## config.mk

```make
export PLATFORM = sky130hd
export DESIGN_NAME = rtc_irq_ctrl
export DESIGN_NICKNAME = d
export VERILOG_FILES = /design/src/rtl/rtc_irq_pkg.sv /design/src/rtl/rtc_irq_bus.sv /design/src/rtl/rtc_irq_enables.sv /design/src/rtl/rtc_irq_flags.sv /design/src/rtl/rtc_irq_ctrl.sv
export SDC_FILE = /design/constraint.sdc
export NUM_CORES = 1
export LEC_CHECK = 0
export BUFFER_PORTS_ARGS = -buffer_cell sky130_fd_sc_hd__buf_4
export CAP_MARGIN = 20
export CORE_AREA = 2 2 39 41
export DETAILED_ROUTE_END_ITERATION = 12
export DIE_AREA = 0 0 41 43
export PLACE_DENSITY = 0.72
export SYNTH_ARGS = -nofsm -noshare
export SYNTH_HDL_FRONTEND = slang
export SYNTH_HIERARCHICAL = 1
export SYNTH_SLANG_ARGS = --single-unit
```

## constraint.sdc

```tcl
create_clock -name clk -period 1.2 [get_ports clk]
set_input_delay 0.06 -clock clk [delete_from_list [all_inputs] [get_ports clk]]
set_output_delay 0.06 -clock clk [all_outputs]
set_load 0.005 [all_outputs]
```

## src/rtl/rtc_irq_pkg.sv

```systemverilog
// Package: shared widths, bit positions and addresses for the RTC
// interrupt enable/flag block. Assumes an 8-bit data bus.
package rtc_irq_pkg;
    localparam int DATA_W   = 8;
    localparam int NUM_SRC  = 3;               // periodic, alarm, update-ended
    localparam int EN_W     = NUM_SRC + 1;     // source enables plus square-wave enable
    localparam int SRC_PER  = 0;
    localparam int SRC_ALM  = 1;
    localparam int SRC_UPD  = 2;
    localparam int EN_SQW   = NUM_SRC;
    localparam int IRQF_BIT = DATA_W - 1;
    localparam logic ADDR_CTRL = 1'b0;
    localparam logic ADDR_FLAG = 1'b1;
    // Enables cleared by a rising edge of the time-setting bit.
    localparam logic [EN_W-1:0] SET_CLR_MASK = EN_W'(1) << SRC_UPD;
endpackage

```

## src/rtl/rtc_irq_bus.sv

```systemverilog
// Module: rtc_irq_bus
// Decodes single-cycle bus accesses into a control-register write strobe
// and a status-read clear strobe, and builds the combinational read data.
// Assumes that a bus access lasts exactly one clock cycle.
module rtc_irq_bus
    import rtc_irq_pkg::*;
(
    input  logic              bus_sel,
    input  logic              bus_wr,
    input  logic              bus_addr,
    input  logic [EN_W-1:0]   en_q,
    input  logic [NUM_SRC-1:0] flag_q,
    input  logic              irq_hit,
    output logic              ctrl_we,
    output logic              flag_rd,
    output logic [DATA_W-1:0] rdata
);
    // Write strobe for the control register.
    always_comb ctrl_we = bus_sel && bus_wr && (bus_addr == ADDR_CTRL);

    // Clearing read strobe for the status register.
    always_comb flag_rd = bus_sel && !bus_wr && (bus_addr == ADDR_FLAG);

    // Read multiplexer; unused bits read as zero.
    always_comb begin
        rdata = '0;
        if (bus_addr == ADDR_CTRL) begin
            rdata[EN_W-1:0] = en_q;
        end else begin
            rdata[NUM_SRC-1:0] = flag_q;
            rdata[IRQF_BIT]    = irq_hit;
        end
    end
endmodule

```

## src/rtl/rtc_irq_enables.sv

```systemverilog
// Module: rtc_irq_enables
// Holds the enable bits. Reset clears every bit. A rising edge of the
// time-setting input clears the bits named in SET_CLR_MASK and takes
// priority over a write in the same cycle. Assumes set_mode is synchronous.
module rtc_irq_enables
    import rtc_irq_pkg::*;
(
    input  logic            clk,
    input  logic            rst_n,
    input  logic            set_mode,
    input  logic            we,
    input  logic [EN_W-1:0] wdata,
    output logic [EN_W-1:0] en_q
);
    logic set_prev;
    logic set_rise;

    // Remember the previous level of the time-setting bit.
    always_ff @(posedge clk) begin
        if (!rst_n) set_prev <= 1'b0;
        else        set_prev <= set_mode;
    end

    // Detect the 0-to-1 change of the time-setting bit.
    always_comb set_rise = set_mode && !set_prev;

    for (genvar i = 0; i < EN_W; i++) begin : g_en
        // One enable bit: reset, then set-edge clear, then bus write.
        always_ff @(posedge clk) begin
            if (!rst_n)                           en_q[i] <= 1'b0;
            else if (set_rise && SET_CLR_MASK[i]) en_q[i] <= 1'b0;
            else if (we)                          en_q[i] <= wdata[i];
        end

        if (SET_CLR_MASK[i]) begin : g_clr
            a_r8_set_rise_clears: assert property (@(posedge clk) disable iff (!rst_n)
                (set_mode && !$past(set_mode)) |=> !en_q[i]);
        end else begin : g_keep
            a_r11_set_rise_keeps: assert property (@(posedge clk) disable iff (!rst_n)
                (set_mode && !$past(set_mode) && !we) |=> $stable(en_q[i]));
        end
    end

    a_r2_write_lands: assert property (@(posedge clk) disable iff (!rst_n)
        (we && !(set_mode && !$past(set_mode))) |=> (en_q == $past(wdata)));
endmodule

```

## src/rtl/rtc_irq_flags.sv

```systemverilog
// Module: rtc_irq_flags
// Latches one sticky flag for each event source. A pulse sets its flag
// whatever the enables are. A clearing read drops all flags, except that
// a pulse arriving in the same cycle wins. Assumes pulses last one cycle.
module rtc_irq_flags
    import rtc_irq_pkg::*;
(
    input  logic               clk,
    input  logic               rst_n,
    input  logic [NUM_SRC-1:0] evt,
    input  logic               clr,
    output logic [NUM_SRC-1:0] flag_q
);
    for (genvar i = 0; i < NUM_SRC; i++) begin : g_flag
        // One sticky flag: an event beats the clear.
        always_ff @(posedge clk) begin
            if (!rst_n)      flag_q[i] <= 1'b0;
            else if (evt[i]) flag_q[i] <= 1'b1;
            else if (clr)    flag_q[i] <= 1'b0;
        end

        a_r3_event_sets: assert property (@(posedge clk) disable iff (!rst_n)
            evt[i] |=> flag_q[i]);
        a_r6_read_clears: assert property (@(posedge clk) disable iff (!rst_n)
            (clr && !evt[i]) |=> !flag_q[i]);
        a_r7_event_beats_clear: assert property (@(posedge clk) disable iff (!rst_n)
            (clr && evt[i]) |=> flag_q[i]);
        a_r3_flag_holds: assert property (@(posedge clk) disable iff (!rst_n)
            (flag_q[i] && !clr) |=> flag_q[i]);
    end
endmodule

```

## src/rtl/rtc_irq_ctrl.sv

```systemverilog
// Module: rtc_irq_ctrl (top)
// RTC interrupt enable/flag register pair. It combines flags with their
// enables into the active-low interrupt and gates the square wave.
// Assumes all inputs are synchronous to clk.
module rtc_irq_ctrl
    import rtc_irq_pkg::*;
(
    input  logic              clk,
    input  logic              rst_n,
    input  logic              bus_sel,
    input  logic              bus_wr,
    input  logic              bus_addr,
    input  logic [DATA_W-1:0] bus_wdata,
    output logic [DATA_W-1:0] bus_rdata,
    input  logic              tick_periodic,
    input  logic              alarm_hit,
    input  logic              update_done,
    input  logic              set_mode,
    input  logic              sqw_src,
    output logic              irq_n,
    output logic              sqw_out
);
    logic [EN_W-1:0]    en_q;
    logic [NUM_SRC-1:0] flag_q;
    logic [NUM_SRC-1:0] evt;
    logic               ctrl_we;
    logic               flag_rd;
    logic               irq_hit;

    // Collect the event pulses into source order.
    always_comb begin
        evt          = '0;
        evt[SRC_PER] = tick_periodic;
        evt[SRC_ALM] = alarm_hit;
        evt[SRC_UPD] = update_done;
    end

    rtc_irq_bus u_bus (
        .bus_sel (bus_sel),
        .bus_wr  (bus_wr),
        .bus_addr(bus_addr),
        .en_q    (en_q),
        .flag_q  (flag_q),
        .irq_hit (irq_hit),
        .ctrl_we (ctrl_we),
        .flag_rd (flag_rd),
        .rdata   (bus_rdata)
    );

    rtc_irq_enables u_en (
        .clk     (clk),
        .rst_n   (rst_n),
        .set_mode(set_mode),
        .we      (ctrl_we),
        .wdata   (bus_wdata[EN_W-1:0]),
        .en_q    (en_q)
    );

    rtc_irq_flags u_flags (
        .clk   (clk),
        .rst_n (rst_n),
        .evt   (evt),
        .clr   (flag_rd),
        .flag_q(flag_q)
    );

    // Any flag paired with its own enable requests an interrupt.
    always_comb irq_hit = |(flag_q & en_q[NUM_SRC-1:0]);

    // Drive the interrupt output low while a request is pending.
    always_comb irq_n = !irq_hit;

    // Pass the square wave only while it is enabled.
    always_comb sqw_out = sqw_src && en_q[EN_SQW];

    a_r4_no_flag_no_irq: assert property (@(posedge clk) disable iff (!rst_n)
        (flag_q == '0) |-> irq_n);
    a_r4_no_enable_no_irq: assert property (@(posedge clk) disable iff (!rst_n)
        (en_q[NUM_SRC-1:0] == '0) |-> irq_n);
    a_r9_sqw_held_low: assert property (@(posedge clk) disable iff (!rst_n)
        !en_q[EN_SQW] |-> !sqw_out);
    a_r5_summary_bit: assert property (@(posedge clk) disable iff (!rst_n)
        (bus_sel && !bus_wr && bus_addr == ADDR_FLAG) |-> (bus_rdata[IRQF_BIT] == !irq_n));
    a_r10_flag_write_ignored: assert property (@(posedge clk) disable iff (!rst_n)
        (bus_sel && bus_wr && bus_addr == ADDR_FLAG && evt == '0 && !set_mode)
            |=> ($stable(flag_q) && $stable(en_q)));
endmodule

```

### Word-level counts from Yosys, hierarchy flattened

Index checks and enable logic that the tools add are counted.

| storage, ports and cells | value |
|---|---|
| flip-flop bits (word level) | 8 |
| latch bits | 0 |
| bits in writable memories | 0 |
| memory bits (read-only) | 0 |
| input bits | 18 |
| output and inout port bits | 10 |
| logic and storage cells | 32 |
| memories | 0 |

| cells by class | value |
|---|---|
| add/subtract/negate cells | 0 |
| $mul | 0 |
| divide/modulo/power cells | 0 |
| magnitude comparators | 0 |
| eq/ne operators | 0 |
| shifts and indexed selects | 0 |
| multiplexer cells | 7 |
| bitwise logic cells | 3 |
| reduce and logical (&&, ||, !) cells | 14 |

Operators with widths:

| kind | number |
|---|---|
| 1-bit logical AND | 6 |
| 1-bit 2-to-1 mux | 6 |
| 2-bit nonzero test | 3 |
| 3-bit AND | 1 |
| 1-bit zero test | 3 |
| 3-bit 2-to-1 mux | 1 |
| 3-bit OR reduction | 1 |
| 1-bit inverter | 2 |
| 2-bit OR reduction | 1 |

### Logic depth before layout (Yosys ltp)

Gate-level depths: netlist (run 1).

| logic depth | value |
|---|---|
| word-level depth | 5 |
| depth in mapped cells | 4 |
| depth with buffers taken out | 3 |

### Cells and area by module

Netlist (run 1), hierarchy kept.

Modules (own cells, without submodules):

| module | instances | cells an instance | area an instance (µm²) | seq. area each (µm²) |
|---|---|---|---|---|
| rtc_irq_enables | 1 | 17 | 197.7 | 100.1 |
| rtc_irq_flags | 1 | 9 | 101.3 | 60.1 |
| rtc_irq_bus | 1 | 11 | 96.3 | 0.0 |
| rtc_irq_ctrl | 1 | 3 | 20.0 | 0.0 |

### Worst setup path before layout (run 1)

Ideal clock, no wire load.

| timing | value |
|---|---|
| path type | flip-flop to output port |
| start point | reg u_flags.flag_q[0] |
| end point | out bus_rdata[7] |
| arrival | 0.959 ns |
| required time | 1.140 ns |
| setup slack | 0.181 ns |
| cell stages (with the launch flop) | 4 |
| path buffers | 0 |
| path through | dfxtp_1 a222oi_1 inv_1 and2_2 |

| between the ends | value |
|---|---|
| longest elaborated chain between the ends | 3 |

RTL lines:

| item | line | text |
|---|---|---|
| start: declaration | rtc_irq_flags.sv:12 | `output logic [NUM_SRC-1:0] flag_q` |
| start signal: indexed assignment | rtc_irq_flags.sv:17 | `if (!rst_n) flag_q[i] <= 1'b0;` |
| start signal: indexed assignment | rtc_irq_flags.sv:18 | `else if (evt[i]) flag_q[i] <= 1'b1;` |
| start signal: indexed assignment | rtc_irq_flags.sv:19 | `else if (clr) flag_q[i] <= 1'b0;` |
| 3-bit AND | rtc_irq_ctrl.sv:68 | `always_comb irq_hit = \|(flag_q & en_q[NUM_SRC-1:0]);` |
| 3-bit OR reduction | rtc_irq_ctrl.sv:68 |  |
| net irq_hit | rtc_irq_ctrl.sv:28 | `logic irq_hit;` |
| 1-bit 2-to-1 mux | rtc_irq_bus.sv:27 | `if (bus_addr == ADDR_CTRL) begin` |
| end: declaration | rtc_irq_ctrl.sv:14 | `output logic [DATA_W-1:0] bus_rdata,` |

The timed path passes the listed nets, and every way through them passes these cells.

### Worst setup path in the final report (run 1)

| timing | value |
|---|---|
| start point | reg u_en.en_q[0] |
| end point | out bus_rdata[7] |

| between the ends | value |
|---|---|
| longest elaborated chain between the ends | 3 |

RTL lines:

| item | line | text |
|---|---|---|
| start: declaration | rtc_irq_enables.sv:13 | `output logic [EN_W-1:0] en_q` |
| start signal: indexed assignment | rtc_irq_enables.sv:32 | `else if (we) en_q[i] <= wdata[i];` |
| 3-bit AND | rtc_irq_ctrl.sv:68 |  |
| 3-bit OR reduction | rtc_irq_ctrl.sv:68 |  |
| net irq_hit | rtc_irq_ctrl.sv:28 |  |
| 1-bit 2-to-1 mux | rtc_irq_bus.sv:27 |  |

The timed path passes the listed nets, and every way through them passes these cells.

==> flow_metrics.tcl, run 1 <==
set metrics [dict create \
    finalNetCount 84 \
    crit_path_max_fanout 2 \
    ios 28 \
    synthesis.area_um2 415 \
    ant_nets 0 \
    synth_cells 40 \
    critPathRequiredTime_ns 1.14 \
    period_share 1.10 \
    violations "setup timing" \
    crit_chain "a222oi_1 > inv_1 > and2_4 > buf_6" \
    cp.arrival_ns 1.26 \
    slowest_stage "a222oi_1" \
    first_pass_iters 4 \
    post-route-drc-count 0 \
    clk_latency_ns 0.25 \
    critPathTopFamily "compound AO/OA/AOI/OAI gates" \
    cts_sinks 8 \
    max_freq_mhz 758 \
    power_per_cell_area_mw_per_mm2 967 \
    irDropWorstVdd_mv 0.567 \
    grt_pass1_wl_um 1250 \
    p_leak_nw 0.300 \
    diodes 0 \
    period_minus_slack_ns 1.32 \
    setup_viol 2 \
    drv_slew 0 \
    tns_ns -0.180 \
    yosysWarnings 6 \
    yosysSeqAreaShare 0.386 \
    synthToLayoutAreaGrowth_pct 48.5 \
    drt_iter0_markers 4 \
    cts_tree "built" \
    worstSetupEndpointType "output pin" \
    htreeDepth 1 \
    yosysTopAreaCell "dfxtp_1" \
    drive_gt1_frac 0.547 \
    hp-class "input pin to flip-flop" \
    clkTransAtPathRegs_ns 0.05 \
    die_w_um 41 \
    grt.overflow.total 0 \
    track_usage 0.107 \
    cts.path.max_buffers 2 \
    core_mm2 0.00138 \
    worst-path-buf-inv 2 \
    root_buffer "clkbuf_4" \
    critPathLaunchType "flip-flop" \
    holdWs_ns 0.0222 \
    start_util 0.300 \
    hold_viol 0 \
    grt_max_degree 9 \
    dp_hpwl_um 595 \
    synth_top_area_frac 0.386 \
    synth_seq_cells 8 \
    worst-setup-path-type "flip-flop to output pin" \
    port_buffers 20 \
    setup_slack_ns -0.120 \
    rsz0062_at_grt "true" \
    vias_per_cell 4.34 \
    wl_per_cell_um 9.68 \
    gp_congestion 0.700 \
    wirelength_um 774 \
    outcome "finished with violations" \
    synth.avg_cell_area_um2 10.4 \
    finClkSkew_ns 0.0000321 \
    dr_total_vias 347 \
    grt_pass1_vias 323 \
    maxCapViolCount 0 \
    synth_area_leaders "dfxtp_1, nor2b_1, mux2_2" \
    critical-path-max-stage-delay_ns 0.37 \
    ys_types 16 \
    die_area_mm2 0.00176 \
    dieHeight_um 43 \
    rows 14 \
    cts_buffers 3 \
    antenna_found_initial 0 \
]
[cell type report]
type / instances / area, um^2
clock buffer: 3 / 22.5
fill: 147 / 767
inverter: 3 / 11.3
multi-input combinational: 27 / 219
sequential: 8 / 161
tap: 16 / 20.0
timing repair buffer: 23 / 183
[sequential cells by signal, summed over array words and instances (netlist names)]
name and count:
u_en/set_prev 1, u_flags/flag_q 3, u_en/en_q 4
[power by group]
group	switching (W)	internal [W]	total, W
logic	0.0000363	0.0000726	0.000109
clock network	0.0000857	0.000114	0.000200
registers	0.00000820	0.000280	0.000288
total	0.000130	0.000467	0.000597
[kinds of logic (layout without fill, tap and decap cells)]
group / count (synthesis) / count (layout) / synth area share
and+or+nand+nor: 12 / 12 / 0.208
buffers and inverters: 7 / 29 / 0.108
AOI/OAI and AO/OA: 6 / 6 / 0.136
other: 1 / 3 / 0.00903
DFF: 8 / 8 / 0.386
muxes: 6 / 6 / 0.154
[synthesized netlist by cell type (all sizes together)]
cell,count
a221oi,1
a222oi,1
and2,3
and2b,1
and3b,2
buf,4
conb,1
dfxtp,8
inv,3
mux2,3
mux2i,3
nor2b,6
o21a,3
o21ai,1
[metal layers]
layer	GRT usage	wire length, um	up-vias
li1	-	-	179
met1	0.133	334	151
met2	0.138	347	15
met3	0.0471	82	2
met4	0.0800	9	0
met5	0	0	-
[worst paths after layout]
kind | startpoint | to | slack (ns) | cells after the start
worst max register to register | u_en/en_q[0] | u_en/en_q[0] | 0.48 | 3
worst min register to register | u_en/set_prev | u_en/en_q[2] | 0.44 | 2
worst max-delay path | u_en/en_q[0] | bus_rdata[7] | -0.12 | 4
worst min-delay path | tick_periodic | u_flags/flag_q[0] | 0.02 | 2
[cells in the final DEF, fill, tap and decap left out, drive strengths merged]
cell type,count
conb,3
mux2i,3
and2,3
and2b,1
nor2b,6
clkbuf,3
a222oi,1
a221oi,1
inv,3
and3b,2
buf,22
o21ai,1
dlygate4sd3,1
mux2,3
o21a,3
dfxtp,8
[per-stage QoR]
stage          power (W)  cell area, um^2  worst slack, ns   util  instances
6_report        0.000597              617           -0.120  0.446         80
5_1_grt         0.000646              617           -0.202  0.446         80
4_1_cts         0.000614              617           -0.137  0.446         80
3_5_place_dp    0.000396              567           0.0307  0.410         75
3_3_place_gp    0.000395              567           0.0323  0.410         75
2_1_floorplan   0.000345              423            0.181      -         42
[worst register-to-register path, cell delays in order (launching register included)]
cell	delay (ns)
dfxtp_2	0.32
buf_4	0.13
mux2i_1	0.11
nor2b_1	0.06
[what timing repair did]
action                                  in CTS  in global routing
pin swaps                                    2                  0
buffers inserted                             2                  0
endpoints found under the setup margin       2                  2
gates cloned                                 0                  0
resized for setup                            4                  0
hold buffers                                 1                  0
endpoints found under the hold margin        1                  0
Power figures use the tool's default switching activity.
==> run 2: changes to the inputs <==
Settings changed: PLACE_DENSITY 0.72 to unset.
==> flow_metrics.tcl, run 2 (synthesized netlist as in run 1, its figures left out) <==
set metrics [dict create \
    hold_viol 0 \
    start_util 0.300 \
    violations "setup timing" \
    synthToLayoutAreaGrowth_pct 50.3 \
    place_ws_ns 0.0530 \
    power.switching_w 0.000131 \
    track_usage 0.120 \
    die_area_mm2 0.00176 \
    power_per_cell_area_mw_per_mm2 959 \
    critPathLaunchType "flip-flop" \
    final_core_util 0.451 \
    rows 14 \
    dp_hpwl_um 669 \
    grt-busiest-layer "met2" \
    wl_per_cell_um 10.2 \
    regMostFlops "u_en/en_q" \
    worstSetupEndpointType "output pin" \
    grtUsageMet3 0.0785 \
    core_mm2 0.00138 \
    power_switching_share 0.218 \
    die_w_um 41 \
    first_pass_iters 4 \
    outcome "finished with violations" \
    cts_buffers 3 \
    grt_max_degree 9 \
    setup_slack_ns -0.138 \
    grt.overflow.total 0 \
    tns_ns -0.218 \
    dr_total_vias 350 \
    crit_path_max_fanout 2 \
    dieHeight_um 43 \
    irDropWorstVdd_mv 0.751 \
    cp.arrival_ns 1.28 \
    drt_iter0_markers 2 \
    vias_per_cell 4.32 \
    reg_top3 "u_en/en_q: 4 flops, u_flags/flag_q: 3 flops, u_en/set_prev: 1 flops" \
    hp-class "input pin to flip-flop" \
    finalNetCount 85 \
    ant_nets 0 \
    root_buffer "clkbuf_4" \
    maxCapViolCount 0 \
    clk_latency_ns 0.24 \
    seq_power_share 0.480 \
    rsz0062_at_grt "true" \
    period_minus_slack_ns 1.34 \
    period_share 1.12 \
    cts_sinks 8 \
    diodes 0 \
    cts_tree "built" \
    pwr-share-comb 0.186 \
    max_freq_mhz 747 \
    htreeDepth 1 \
    grt_pass1_wl_um 1330 \
    internal_power_w 0.000468 \
    worst-setup-path-type "flip-flop to output pin" \
    setup_viol 2 \
    cts.path.max_buffers 2 \
    finClkSkew_ns 0.000113 \
    wirelength_um 825 \
    grt_pass1_vias 337 \
    gp_congestion 0.692 \
    drv_slew 0 \
    final_common_cell "buf_4" \
    p_leak_nw 0.306 \
    critPathRequiredTime_ns 1.14 \
    port_buffers 20 \
    drive_gt1_frac 0.554 \
    power.share.clock 0.333 \
    ios 28 \
    antenna_found_initial 0 \
    layout_common_cells "buf_4, dfxtp_1, nor2b_1" \
    met1_usage 0.130 \
    clkTransAtPathRegs_ns 0.05 \
    fill_cells 144 \
    post-route-drc-count 0 \
    largest_reg_flops 4 \
    use_met2 0.172 \
]
run 2: cell types whose count changed in the layout (fill, tap and decap cells not counted), sizes merged:
cell,previous run,this run
buf,22,23
run 2: stage by stage:
stage	hold slack (ns)	total power [W]	cells	instance area, um^2
after floorplan	0.148	0.000345	42	423
after global placement	0.249	0.000399	77	582
after detailed placement	0.254	0.000401	77	582
after CTS	0.0120	0.000612	81	624
after global routing	0.00418	0.000644	81	624
final	0.0162	0.000599	81	624
run 2: critical path: stages (launching register included):
cell,delay [ns]
dfxtp_2,0.32
a222oi_1,0.39
inv_1,0.07
and2_4,0.14
buf_6,0.10
run 2: area by class of cell:
type | instances | area, um^2 | share of cell area
clock buffers | 3 | 22.5 | 0.0361
multi-input cells | 27 | 219 | 0.351
well taps | 16 | 20.0 | 0.0321
repair buffers | 24 | 190 | 0.305
inverters | 3 | 11.3 | 0.0180
flip-flops and latches | 8 | 161 | 0.259
run 2: timing repair:
item                       4_1_cts  5_1_grt
hold buffers                     1        0
gates resized for setup          4        0
hold endpoints to repair         1        0
setup endpoints to repair        2        2
pin swaps                        2        0
setup buffers                    0        0
run 2: path summary, 6_finish.rpt:
check | end | cells past startpoint | start | slack, ns
max | bus_rdata[7] | 4 | u_en/en_q[0] | -0.14
min | u_flags/flag_q[0] | 2 | tick_periodic | 0.02
min reg2reg | u_en/en_q[2] | 2 | u_en/set_prev | 0.44
max reg2reg | u_en/en_q[2] | 3 | u_en/en_q[2] | 0.47
run 2: metal layers:
layer	vias up	part of all wire
li1	179	-
met1	152	0.39
met2	17	0.48
met3	2	0.11
met4	0	0.023
met5	-	0
run 2: power groups by stage:
stage	clock network (W)	registers [W]	logic [W]
floorplan	0	0.000291	0.0000538
finish	0.000200	0.000288	0.000112
detailed placement	0	0.000293	0.000108
global route	0.000233	0.000288	0.000123
CTS	0.000211	0.000287	0.000113
global placement	0	0.000293	0.000106
